--- src/rtl/async_rx_pkg.sv ---
package async_rx_pkg;

  typedef enum logic [3:0] {
    ST_IDLE, ST_START, ST_DATA, ST_ADDR, ST_PAR,
    ST_STOP1, ST_STOP2, ST_BREAK, ST_WAITHI
  } rx_state_t;

  typedef enum logic [1:0] {
    PAR_NONE = 2'b00,
    PAR_ODD  = 2'b01,
    PAR_EVEN = 2'b10,
    PAR_OFF2 = 2'b11
  } par_mode_t;

  typedef enum logic [1:0] {
    MP_OFF  = 2'b00,
    MP_IDLE = 2'b01,
    MP_ABIT = 2'b10,
    MP_RSVD = 2'b11
  } mp_mode_t;

endpackage

--- src/rtl/async_rx_baud.sv ---
module async_rx_baud #(
  parameter int DIV_W = 16
) (
  input  logic             clk,
  input  logic             rst_n,
  input  logic             clr,
  input  logic [DIV_W-1:0] divisor,
  output logic             tick
);
  logic [DIV_W-1:0] cnt;

  assign tick = (cnt >= divisor);

  always_ff @(posedge clk or negedge rst_n) begin
    if (!rst_n)            cnt <= '0;
    else if (clr || tick)  cnt <= '0;
    else                   cnt <= cnt + 1'b1;
  end
endmodule

--- src/rtl/async_rx_vote.sv ---
module async_rx_vote #(
  parameter int OVS  = 8,
  parameter int PH_W = $clog2(OVS)
) (
  input  logic            clk,
  input  logic            rst_n,
  input  logic            tick,
  input  logic [PH_W-1:0] phase,
  input  logic            line,
  output logic            mid,
  output logic            vote
);
  localparam int CENTER = OVS / 2;

  logic s_a, s_b;

  always_ff @(posedge clk or negedge rst_n) begin
    if (!rst_n) begin
      s_a <= 1'b1;
      s_b <= 1'b1;
    end else if (tick) begin
      if (phase == PH_W'(CENTER - 1)) s_a <= line;
      if (phase == PH_W'(CENTER))     s_b <= line;
    end
  end

  assign mid  = tick && (phase == PH_W'(CENTER + 1));
  assign vote = (s_a & s_b) | (s_a & line) | (s_b & line);
endmodule

--- src/rtl/async_rx_frame.sv ---
module async_rx_frame
  import async_rx_pkg::*;
#(
  parameter int DATA_W    = 8,
  parameter int OVS       = 8,
  parameter int IDLE_BITS = 10,
  parameter int BRK_BITS  = 10,
  parameter int LEN_W     = $clog2(DATA_W),
  parameter int PH_W      = $clog2(OVS)
) (
  input  logic              clk,
  input  logic              rst_n,
  input  logic              clr,
  input  logic              tick,
  input  logic              line,
  input  logic              mid,
  input  logic              vote,
  input  logic [LEN_W-1:0]  data_len,
  input  logic              par_en,
  input  logic              par_odd,
  input  logic              abit_mode,
  input  logic              two_stop,
  output logic [PH_W-1:0]   phase,
  output logic              done,
  output logic [DATA_W-1:0] data,
  output logic              abit,
  output logic              mark,
  output logic              perr,
  output logic              ferr,
  output logic              brk
);
  localparam int IDLE_TICKS = IDLE_BITS * OVS;
  localparam int IC_W       = $clog2(IDLE_TICKS + 1);
  localparam int BC_W       = $clog2(BRK_BITS);

  rx_state_t         state;
  logic [LEN_W-1:0]  bitcnt;
  logic [DATA_W-1:0] shreg;
  logic              abit_r, pacc, pbit, mark_r;
  logic [IC_W-1:0]   idle_cnt;
  logic [BC_W-1:0]   brk_cnt;
  logic              bit_end;

  assign bit_end = tick && (phase == PH_W'(OVS - 1));

  always_ff @(posedge clk or negedge rst_n) begin
    if (!rst_n) begin
      state <= ST_IDLE; phase <= '0; bitcnt <= '0; shreg <= '0;
      abit_r <= 1'b0; pacc <= 1'b0; pbit <= 1'b0; mark_r <= 1'b0;
      idle_cnt <= '0; brk_cnt <= '0;
    end else if (clr) begin
      state <= ST_IDLE; phase <= '0; bitcnt <= '0; shreg <= '0;
      abit_r <= 1'b0; pacc <= 1'b0; pbit <= 1'b0; mark_r <= 1'b0;
      idle_cnt <= '0; brk_cnt <= '0;
    end else begin
      if (tick) phase <= phase + 1'b1;
      if (done) mark_r <= 1'b0;
      if (state != ST_IDLE) idle_cnt <= '0;
      case (state)
        ST_IDLE: begin
          if (!line) idle_cnt <= '0;
          else if (tick && idle_cnt != IC_W'(IDLE_TICKS)) begin
            idle_cnt <= idle_cnt + 1'b1;
            if (idle_cnt == IC_W'(IDLE_TICKS - 1)) mark_r <= 1'b1;
          end
          if (tick && !line) begin
            state  <= ST_START;
            phase  <= PH_W'(1);
            shreg  <= '0;
            pacc   <= 1'b0;
            abit_r <= 1'b0;
            bitcnt <= '0;
          end
        end
        ST_START: begin
          if (mid && vote)  state <= ST_IDLE;
          else if (bit_end) state <= ST_DATA;
        end
        ST_DATA: begin
          if (mid) begin
            shreg[bitcnt] <= vote;
            pacc          <= pacc ^ vote;
          end
          if (bit_end) begin
            if (bitcnt == data_len)
              state <= abit_mode ? ST_ADDR : (par_en ? ST_PAR : ST_STOP1);
            else
              bitcnt <= bitcnt + 1'b1;
          end
        end
        ST_ADDR: begin
          if (mid) begin
            abit_r <= vote;
            pacc   <= pacc ^ vote;
          end
          if (bit_end) state <= par_en ? ST_PAR : ST_STOP1;
        end
        ST_PAR: begin
          if (mid)     pbit  <= vote;
          if (bit_end) state <= ST_STOP1;
        end
        ST_STOP1: begin
          if (mid) begin
            if (vote) state <= two_stop ? ST_STOP2 : ST_IDLE;
            else begin
              state   <= ST_BREAK;
              brk_cnt <= '0;
            end
          end
        end
        ST_STOP2: if (mid) state <= ST_IDLE;
        ST_BREAK: begin
          if (mid) begin
            if (vote) state <= ST_IDLE;
            else if (brk_cnt == BC_W'(BRK_BITS - 1)) state <= ST_WAITHI;
            else brk_cnt <= brk_cnt + 1'b1;
          end
        end
        ST_WAITHI: if (line) state <= ST_IDLE;
        default:   state <= ST_IDLE;
      endcase
    end
  end

  assign done = (state == ST_STOP1) && mid;
  assign data = shreg;
  assign abit = abit_r;
  assign mark = mark_r;
  assign perr = par_en && (pacc ^ pbit ^ par_odd);
  assign ferr = !vote;
  assign brk  = (state == ST_BREAK) && mid && !vote &&
                (brk_cnt == BC_W'(BRK_BITS - 1));
endmodule

--- src/rtl/async_rx.sv ---
module async_rx
  import async_rx_pkg::*;
#(
  parameter int DIV_W     = 16,
  parameter int DATA_W    = 8,
  parameter int OVS       = 8,
  parameter int IDLE_BITS = 10,
  parameter int BRK_BITS  = 10,
  parameter int LEN_W     = $clog2(DATA_W)
) (
  input  logic              clk,
  input  logic              rst_n,
  input  logic              soft_rst,
  input  logic              rxd,
  input  logic [DIV_W-1:0]  divisor,
  input  logic [LEN_W-1:0]  data_len,
  input  logic [1:0]        par_mode,
  input  logic              two_stop,
  input  logic [1:0]        mp_mode,
  input  logic [DATA_W-1:0] own_addr,
  output logic              m_valid,
  input  logic              m_ready,
  output logic [DATA_W-1:0] m_data,
  output logic              m_addr,
  output logic              err_parity,
  output logic              err_overrun,
  output logic              err_frame,
  output logic              err_break,
  output logic              err_any
);
  localparam int PH_W = $clog2(OVS);

  logic              sync1, line;
  logic              tick, mid, vote;
  logic [PH_W-1:0]   phase;
  logic              done, f_abit, f_mark, f_perr, f_ferr, f_brk;
  logic [DATA_W-1:0] f_data;
  logic              selected, load, is_addr;
  logic              par_en, par_odd, abit_mode;

  assign par_en    = (par_mode == PAR_ODD) || (par_mode == PAR_EVEN);
  assign par_odd   = (par_mode == PAR_ODD);
  assign abit_mode = (mp_mode == MP_ABIT);

  always_ff @(posedge clk or negedge rst_n) begin
    if (!rst_n) begin
      sync1 <= 1'b1;
      line  <= 1'b1;
    end else begin
      sync1 <= rxd;
      line  <= sync1;
    end
  end

  async_rx_baud #(.DIV_W(DIV_W)) u_baud (
    .clk(clk), .rst_n(rst_n), .clr(soft_rst), .divisor(divisor), .tick(tick)
  );

  async_rx_vote #(.OVS(OVS), .PH_W(PH_W)) u_vote (
    .clk(clk), .rst_n(rst_n), .tick(tick), .phase(phase), .line(line),
    .mid(mid), .vote(vote)
  );

  async_rx_frame #(
    .DATA_W(DATA_W), .OVS(OVS), .IDLE_BITS(IDLE_BITS), .BRK_BITS(BRK_BITS),
    .LEN_W(LEN_W), .PH_W(PH_W)
  ) u_frame (
    .clk(clk), .rst_n(rst_n), .clr(soft_rst), .tick(tick), .line(line),
    .mid(mid), .vote(vote), .data_len(data_len), .par_en(par_en),
    .par_odd(par_odd), .abit_mode(abit_mode), .two_stop(two_stop),
    .phase(phase), .done(done), .data(f_data), .abit(f_abit), .mark(f_mark),
    .perr(f_perr), .ferr(f_ferr), .brk(f_brk)
  );

  always_comb begin
    case (mp_mode)
      MP_ABIT: is_addr = f_abit;
      MP_IDLE: is_addr = f_mark;
      default: is_addr = 1'b0;
    endcase
  end

  assign load = done && (!abit_mode || f_abit || selected);

  always_ff @(posedge clk or negedge rst_n) begin
    if (!rst_n) begin
      m_valid <= 1'b0; m_data <= '0; m_addr <= 1'b0; selected <= 1'b0;
      err_parity <= 1'b0; err_overrun <= 1'b0;
      err_frame  <= 1'b0; err_break   <= 1'b0;
    end else if (soft_rst) begin
      m_valid <= 1'b0; selected <= 1'b0;
      err_parity <= 1'b0; err_overrun <= 1'b0;
      err_frame  <= 1'b0; err_break   <= 1'b0;
    end else begin
      if (done && abit_mode && f_abit) selected <= (f_data == own_addr);
      if (load) begin
        m_data  <= f_data;
        m_addr  <= is_addr;
        m_valid <= 1'b1;
        if (m_valid && !m_ready) err_overrun <= 1'b1;
      end else if (m_valid && m_ready) begin
        m_valid <= 1'b0;
      end
      if (done && f_perr) err_parity <= 1'b1;
      if (done && f_ferr) err_frame  <= 1'b1;
      if (f_brk)          err_break  <= 1'b1;
    end
  end

  assign err_any = err_parity | err_overrun | err_frame | err_break;
endmodule

--- config.mk ---
export PLATFORM = sky130hd
export DESIGN_NAME = async_rx
export DESIGN_NICKNAME = d
export VERILOG_FILES = /design/src/rtl/async_rx_pkg.sv /design/src/rtl/async_rx_baud.sv /design/src/rtl/async_rx_vote.sv /design/src/rtl/async_rx_frame.sv /design/src/rtl/async_rx.sv
export SDC_FILE = /design/constraint.sdc
export NUM_CORES = 1
export LEC_CHECK = 0
export BUFFER_PORTS_ARGS = -buffer_cell sky130_fd_sc_hd__buf_4
export CORE_MARGIN = 3
export CORE_UTILIZATION = 60
export CTS_CLUSTER_SIZE = 12
export DETAILED_ROUTE_END_ITERATION = 7
export GPL_TIMING_DRIVEN = 1
export MAX_ROUTING_LAYER = met4
export PLACE_DENSITY = 0.87
export SYNTH_ARGS = -nofsm -noshare
export SYNTH_HDL_FRONTEND = slang
export SYNTH_SLANG_ARGS = --single-unit
--- constraint.sdc ---
create_clock -name clk -period 5 [get_ports clk]
set_input_delay 0.75 -clock clk [delete_from_list [all_inputs] [get_ports clk]]
set_output_delay 0.75 -clock clk [all_outputs]
set_load 0.02 [all_outputs]
==> results of run 1 <==
==> sequential cells by signal (all words and copies together), names as in the netlist, 3 cells and up <==
name and cells:
u_baud.cnt 16, m_data 8, u_frame.data 8, u_frame.idle_cnt 7, u_frame.brk_cnt 4, u_frame.state 4
u_frame.bitcnt 3, u_frame.phase 3
==> report_power, final <==
group	switching, mW	internal [mW]	leakage [nW]
clock	0.228	0.334	0.120
combinational	0.108	0.0720	1.29
sequential	0.0195	0.558	0.932
total	0.356	0.964	2.34
==> routing by layer <==
layer	vias to the layer above	global-route usage (%)	wire length, µm
li1	1736	-	-
met3	25	5.01	660
met5	-	-	0
met1	1827	32.5	4150
met2	187	44.0	5210
met4	0	11.1	259
==> synth_stat cells, drive strengths merged (6+ instances only) <==
cell type	number	area [µm²]
dfrtp	64	1600
nor2	52	195
nand2	38	143
inv	34	128
ha	30	375
nand3	25	130
a21oi	23	115
xnor2	15	131
xor2	15	131
and3	13	82.6
clkbuf	13	48.8
mux2	13	146
a31oi	11	68.8
o21ai	10	50.1
nor3	8	40.0
o211ai	6	45.0
==> final cells by class <==
type / instances / area, µm² / share of cell area (%)
Multi-Input combinational cell: 342 / 2330 / 47.2
Timing Repair Buffer: 53 / 398 / 8.08
Clock buffer: 9 / 124 / 2.51
Sequential cell: 68 / 1710 / 34.6
Inverter: 35 / 131 / 2.67
Clock inverter: 7 / 124 / 2.51
Tap cell: 93 / 116 / 2.36
==> kinds of logic (layout without fill, tap and decap cells) <==
logic type      count (synthesis)  in the layout  synth area share, %
compound gates                 92             92                 15.5
simple gates                  173            173                 19.9
buf+inv                        51            104                 4.76
xor+xnor                       30             30                 6.21
mux                            16             16                 4.17
flops                          68             68                 40.3
fa+ha+maj                      31             31                 9.10
==> worst max-delay path by stage <==
stage | startpoint | end | cells past startpoint | slack, ps
after floorplan | divisor[15] | u_frame.pacc | 9 | 1740
after global placement | divisor[15] | m_data[6] | 9 | 1370
after detailed placement | divisor[15] | m_addr | 9 | 1290
after CTS | divisor[15] | m_addr | 9 | 1670
after global routing | divisor[15] | m_addr | 9 | 1540
final | divisor[15] | m_addr | 9 | 1660
==> through the flow <==
step	total power [mW]	cell area [µm²]	std cells	hold WS [ps]	setup WS, ps
final	1.32	4930	607	362	1660
after global routing	1.37	4930	607	369	1540
after CTS	1.32	4930	607	365	1670
after detailed placement	0.759	4680	591	353	1290
after global placement	0.751	4680	591	346	1370
after floorplan	0.694	4230	461	345	1740
==> cells in the final DEF, fill, tap and decap left out, types with 6 or more instances in the layout <==
cell	count
a31oi_1	11
nand3_1	24
xnor2_1	15
nand2_1	38
and3_1	12
nor2_1	52
mux2_2	13
clkbuf_8	9
dfrtp_1	64
inv_1	34
o211ai_1	6
xor2_1	15
nor3_1	8
buf_4	53
a21oi_1	23
ha_1	30
o21ai_0	10
==> results.txt, run 1 <==
status - completed
Distinct cells, synth - 59
total global routing overflow - 0
CP Cell Sequence - buf_4 > inv_1 > ha_1 > nand4_1 > or4_1 > or4_4 > a311oi_4 > nand3_2 > mux2_2
worst slew pin tran - 935 ps
Final Util - 74.6%
Core ar. - 0.00660 mm²
Syn Std Cell Area - 0.00423 mm²
R2R depth - 7
fmax - 0.299 GHz
die footprint - 0.00810 mm²
share of layout cells above drive strength 1 - 18.7%
worst reg2reg setup slack - 1730 ps
total setup buffers inserted after CTS - 0
GP Congestion - 0.951
Final Hold Vio Count - 0
Worst Hold Class - register to register
maximum number of pins on one net before global-route repair - 69
Max Clock Skew - 6.97 ps
sequential share of the synthesized area - 40.3%
WL final - 10.3 mm
# hold bufs at CTS - 0
Setup CP Type - input pin to register
filler instances - 473
Gates resized, CTS repair - 0
IO Pins - 52
H-tree depth - 3
Max Buffers Root-to-Sink - 2
R2R Path End - m_addr
ant diodes - 0
DIE HEIGHT - 90.0 µm
syn nets - 528
WHS Endpoint - line
post-detailed-route via-to-cell ratio - 6.22
Post-DP HPWL - 7.25 mm
Die Span X - 90.0 µm
Post-route DRC - 0
wire length per cell - 16.9 µm
CTS buffer count - 9
FFs w/ async S/R, synth - 100%
Root Buffer - clkbuf_8
Clock Sinks - 68
1st-iter DRT viols - 347
Setup TNS - 0 ps
crit-path max FO - 11
RSZ-0062 raised after global routing - no
gr usage total - 26.8%
Post-synth EDFFs - 0
ANT nets after route - 0
syn_area_per_cell - 9.18 µm²
nets - 576
Top FF cell, synth - dfrtp_1
maximum VDD drop - 0.237 mV
WP data arrival - 3580 ps
IO buf count - 51
initial antenna violation count - 0
max incr delay on CP - 570 ps
required time of the critical path - 5240 ps
synthesis-to-layout area growth - 16.3%
clk slew on worst S/H paths - 80 ps
CP Launch Type - input pin
Worst-Skew Late Latency - 360 ps
Final Slew Violations - 0
first-pass GRT wire length - 17.3 mm
HP Start - sync1
Slowest-stage cell, CP - or4_1
max-cap viol count - 0
CP delay by family, top - simple AND/OR/NAND/NOR gates
Setup crit end kind - register
Initial Util - 64.1%
Synth Warn # - 0
final setup vio count - 0
PD cells - 268 mW/mm²
post-synthesis register bit count - 68
TritonCTS clock tree - yes
worst r2r src - u_baud.cnt[13]
Min-Delay Path Depth - 0
Final Critical Period - 3340 ps
num rows - 29
Via Count - 3775
final cycle utilization of the critical path - 66.8%
vias in the first global route - 3707
Buf/Inv on CP - 2
Lkg Pwr - 2.34 nW
drt first pass iters - 7
Slew HR - 37.2%
cells after synthesis - 461
Note: power is estimated with default switching activity, not from simulation.
==> run 2: changes to the inputs <==
--- a/config.mk
+++ b/config.mk
@@ -7,12 +7,12 @@
 export LEC_CHECK = 0
 export BUFFER_PORTS_ARGS = -buffer_cell sky130_fd_sc_hd__buf_4
 export CORE_MARGIN = 3
-export CORE_UTILIZATION = 60
+export CORE_UTILIZATION = 59
 export CTS_CLUSTER_SIZE = 12
 export DETAILED_ROUTE_END_ITERATION = 7
 export GPL_TIMING_DRIVEN = 1
 export MAX_ROUTING_LAYER = met4
-export PLACE_DENSITY = 0.87
+export PLACE_DENSITY = 0.86
 export SYNTH_ARGS = -nofsm -noshare
 export SYNTH_HDL_FRONTEND = slang
 export SYNTH_SLANG_ARGS = --single-unit
==> constraint.sdc (replaced) <==
create_clock -name clk -period 3.3 [get_ports clk]
set_input_delay 0.495 -clock clk [delete_from_list [all_inputs] [get_ports clk]]
set_output_delay 0.495 -clock clk [all_outputs]
set_load 0.02 [all_outputs]
==> results.txt, run 2 (synthesized netlist as in run 1, its figures left out) <==
num rows - 30
Worst Hold Class - input pin to register
Post-DP HPWL - 7.10 mm
Slew HR - 35.6%
Setup CP Type - register to register
ant diodes - 0
Clock Sinks - 68
final setup vio count - 0
CTS buffer count - 9
Biggest register - u_baud.cnt
H-tree depth - 3
share of layout cells above drive strength 1 - 19.4%
required time of the critical path - 3530 ps
Final Slew Violations - 0
vias in the first global route - 3728
Initial Util - 61.6%
Lkg Pwr - 2.37 nW
most common cell after layout, fill and taps aside - dfrtp_1
Max Clock Skew - 9.46 ps
max-cap viol count - 0
crit-path max FO - 11
GP Congestion - 0.912
max FFs per register - 16
IO buf count - 51
ANT nets after route - 0
WP data arrival - 3320 ps
drt first pass iters - 5
DIE HEIGHT - 90.7 µm
Gates resized, CTS repair - 0
clk slew on worst S/H paths - 70 ps
Worst-Skew Late Latency - 350 ps
Post-route DRC - 0
total setup buffers inserted after CTS - 0
die footprint - 0.00823 mm²
Root Buffer - clkbuf_8
initial antenna violation count - 0
worst slew pin tran - 959 ps
Setup crit end kind - register
Final Power - 1.96 mW
IO Pins - 52
Die Span X - 90.7 µm
total global routing overflow - 0
fmax - 0.323 GHz
nets - 583
status - completed
cell area after layout - 0.00497 mm²
Via Count - 3723
1st-iter DRT viols - 324
Min Hold Slack - 259 ps
maximum VDD drop - 0.264 mV
filler instances - 543
final cycle utilization of the critical path - 93.8%
wire length per cell - 16.3 µm
CP Launch Type - register
first-pass GRT wire length - 17.2 mm
TritonCTS clock tree - yes
# hold bufs at CTS - 0
synthesis-to-layout area growth - 17.3%
Max Buffers Root-to-Sink - 2
Final Critical Period - 3090 ps
Setup TNS - 0 ps
gr usage total - 26.4%
Final Hold Vio Count - 0
Post-Place Cell Area - 0.00473 mm²
commonest cells after routing, fill and taps aside - dfrtp_1, buf_4, nor2_1, nand2_1, inv_1
maximum number of pins on one net before global-route repair - 69
PD cells - 394 mW/mm²
WL final - 10.1 mm
post-detailed-route via-to-cell ratio - 6.03
RSZ-0062 raised after global routing - no
Core ar. - 0.00687 mm²
run 2: cell types whose count changed in the layout (fill, tap and decap cells not counted), sizes merged:
cell	previous run	this run
buf	53	60
clkbuf	9	11
clkinvlp	1	0
inv	35	34
run 2: path summary, 6_finish.rpt:
check | from | cells past startpoint | to | slack, ps
worst max-delay path | u_baud.cnt[13] | 7 | m_data[0] | 210
worst min-delay path | rxd | 1 | sync1 | 260
worst max register to register | u_baud.cnt[13] | 7 | m_data[0] | 210
worst min register to register | sync1 | 0 | line | 360
max in group asynchronous | rst_n | 1 | u_frame.data[5] | 2480
min in group asynchronous | rst_n | 1 | u_frame.brk_cnt[3] | 270
run 2: cell type report:
type	instances	area (µm²)	area share, %
sequential	68	1710	34.4
tap	96	120	2.42
multi-input combinational	342	2330	46.8
timing repair buffer	60	450	9.07
inverter	35	131	2.65
clock inverter	5	100	2.02
clock buffer	11	131	2.65
run 2: where the power goes:
part	leakage (nW)	switching (mW)	internal, mW
Sequential	0.932	0.0310	0.846
Clock	0.117	0.314	0.500
Combinational	1.32	0.158	0.110
run 2: worst max-delay path: stages (launching register included):
cell	delay [ps]
dfrtp_1	410
ha_1	310
nand4_1	170
or4_1	550
or4_4	520
a311oi_4	360
nand3_2	290
mux2_2	370
run 2: through the flow:
stage / utilization, % / std cells / setup WS, ps
final: 72.3 / 617 / 206
after global routing: 72.3 / 617 / 112
after CTS: 72.3 / 617 / 218
after detailed placement: 68.9 / 601 / 60.3
after global placement: 68.9 / 601 / 115
after floorplan: - / 461 / 299
run 2: layer usage:
| metal | track usage [%] | wire length (µm) | vias to the layer above |
|---|---|---|---|
| li1 | - | - | 1750 |
| met1 | 32.2 | 4050 | 1767 |
| met2 | 43.7 | 4970 | 174 |
| met3 | 5.25 | 814 | 32 |
| met4 | 9.44 | 248 | 0 |
| met5 | - | 0 | - |
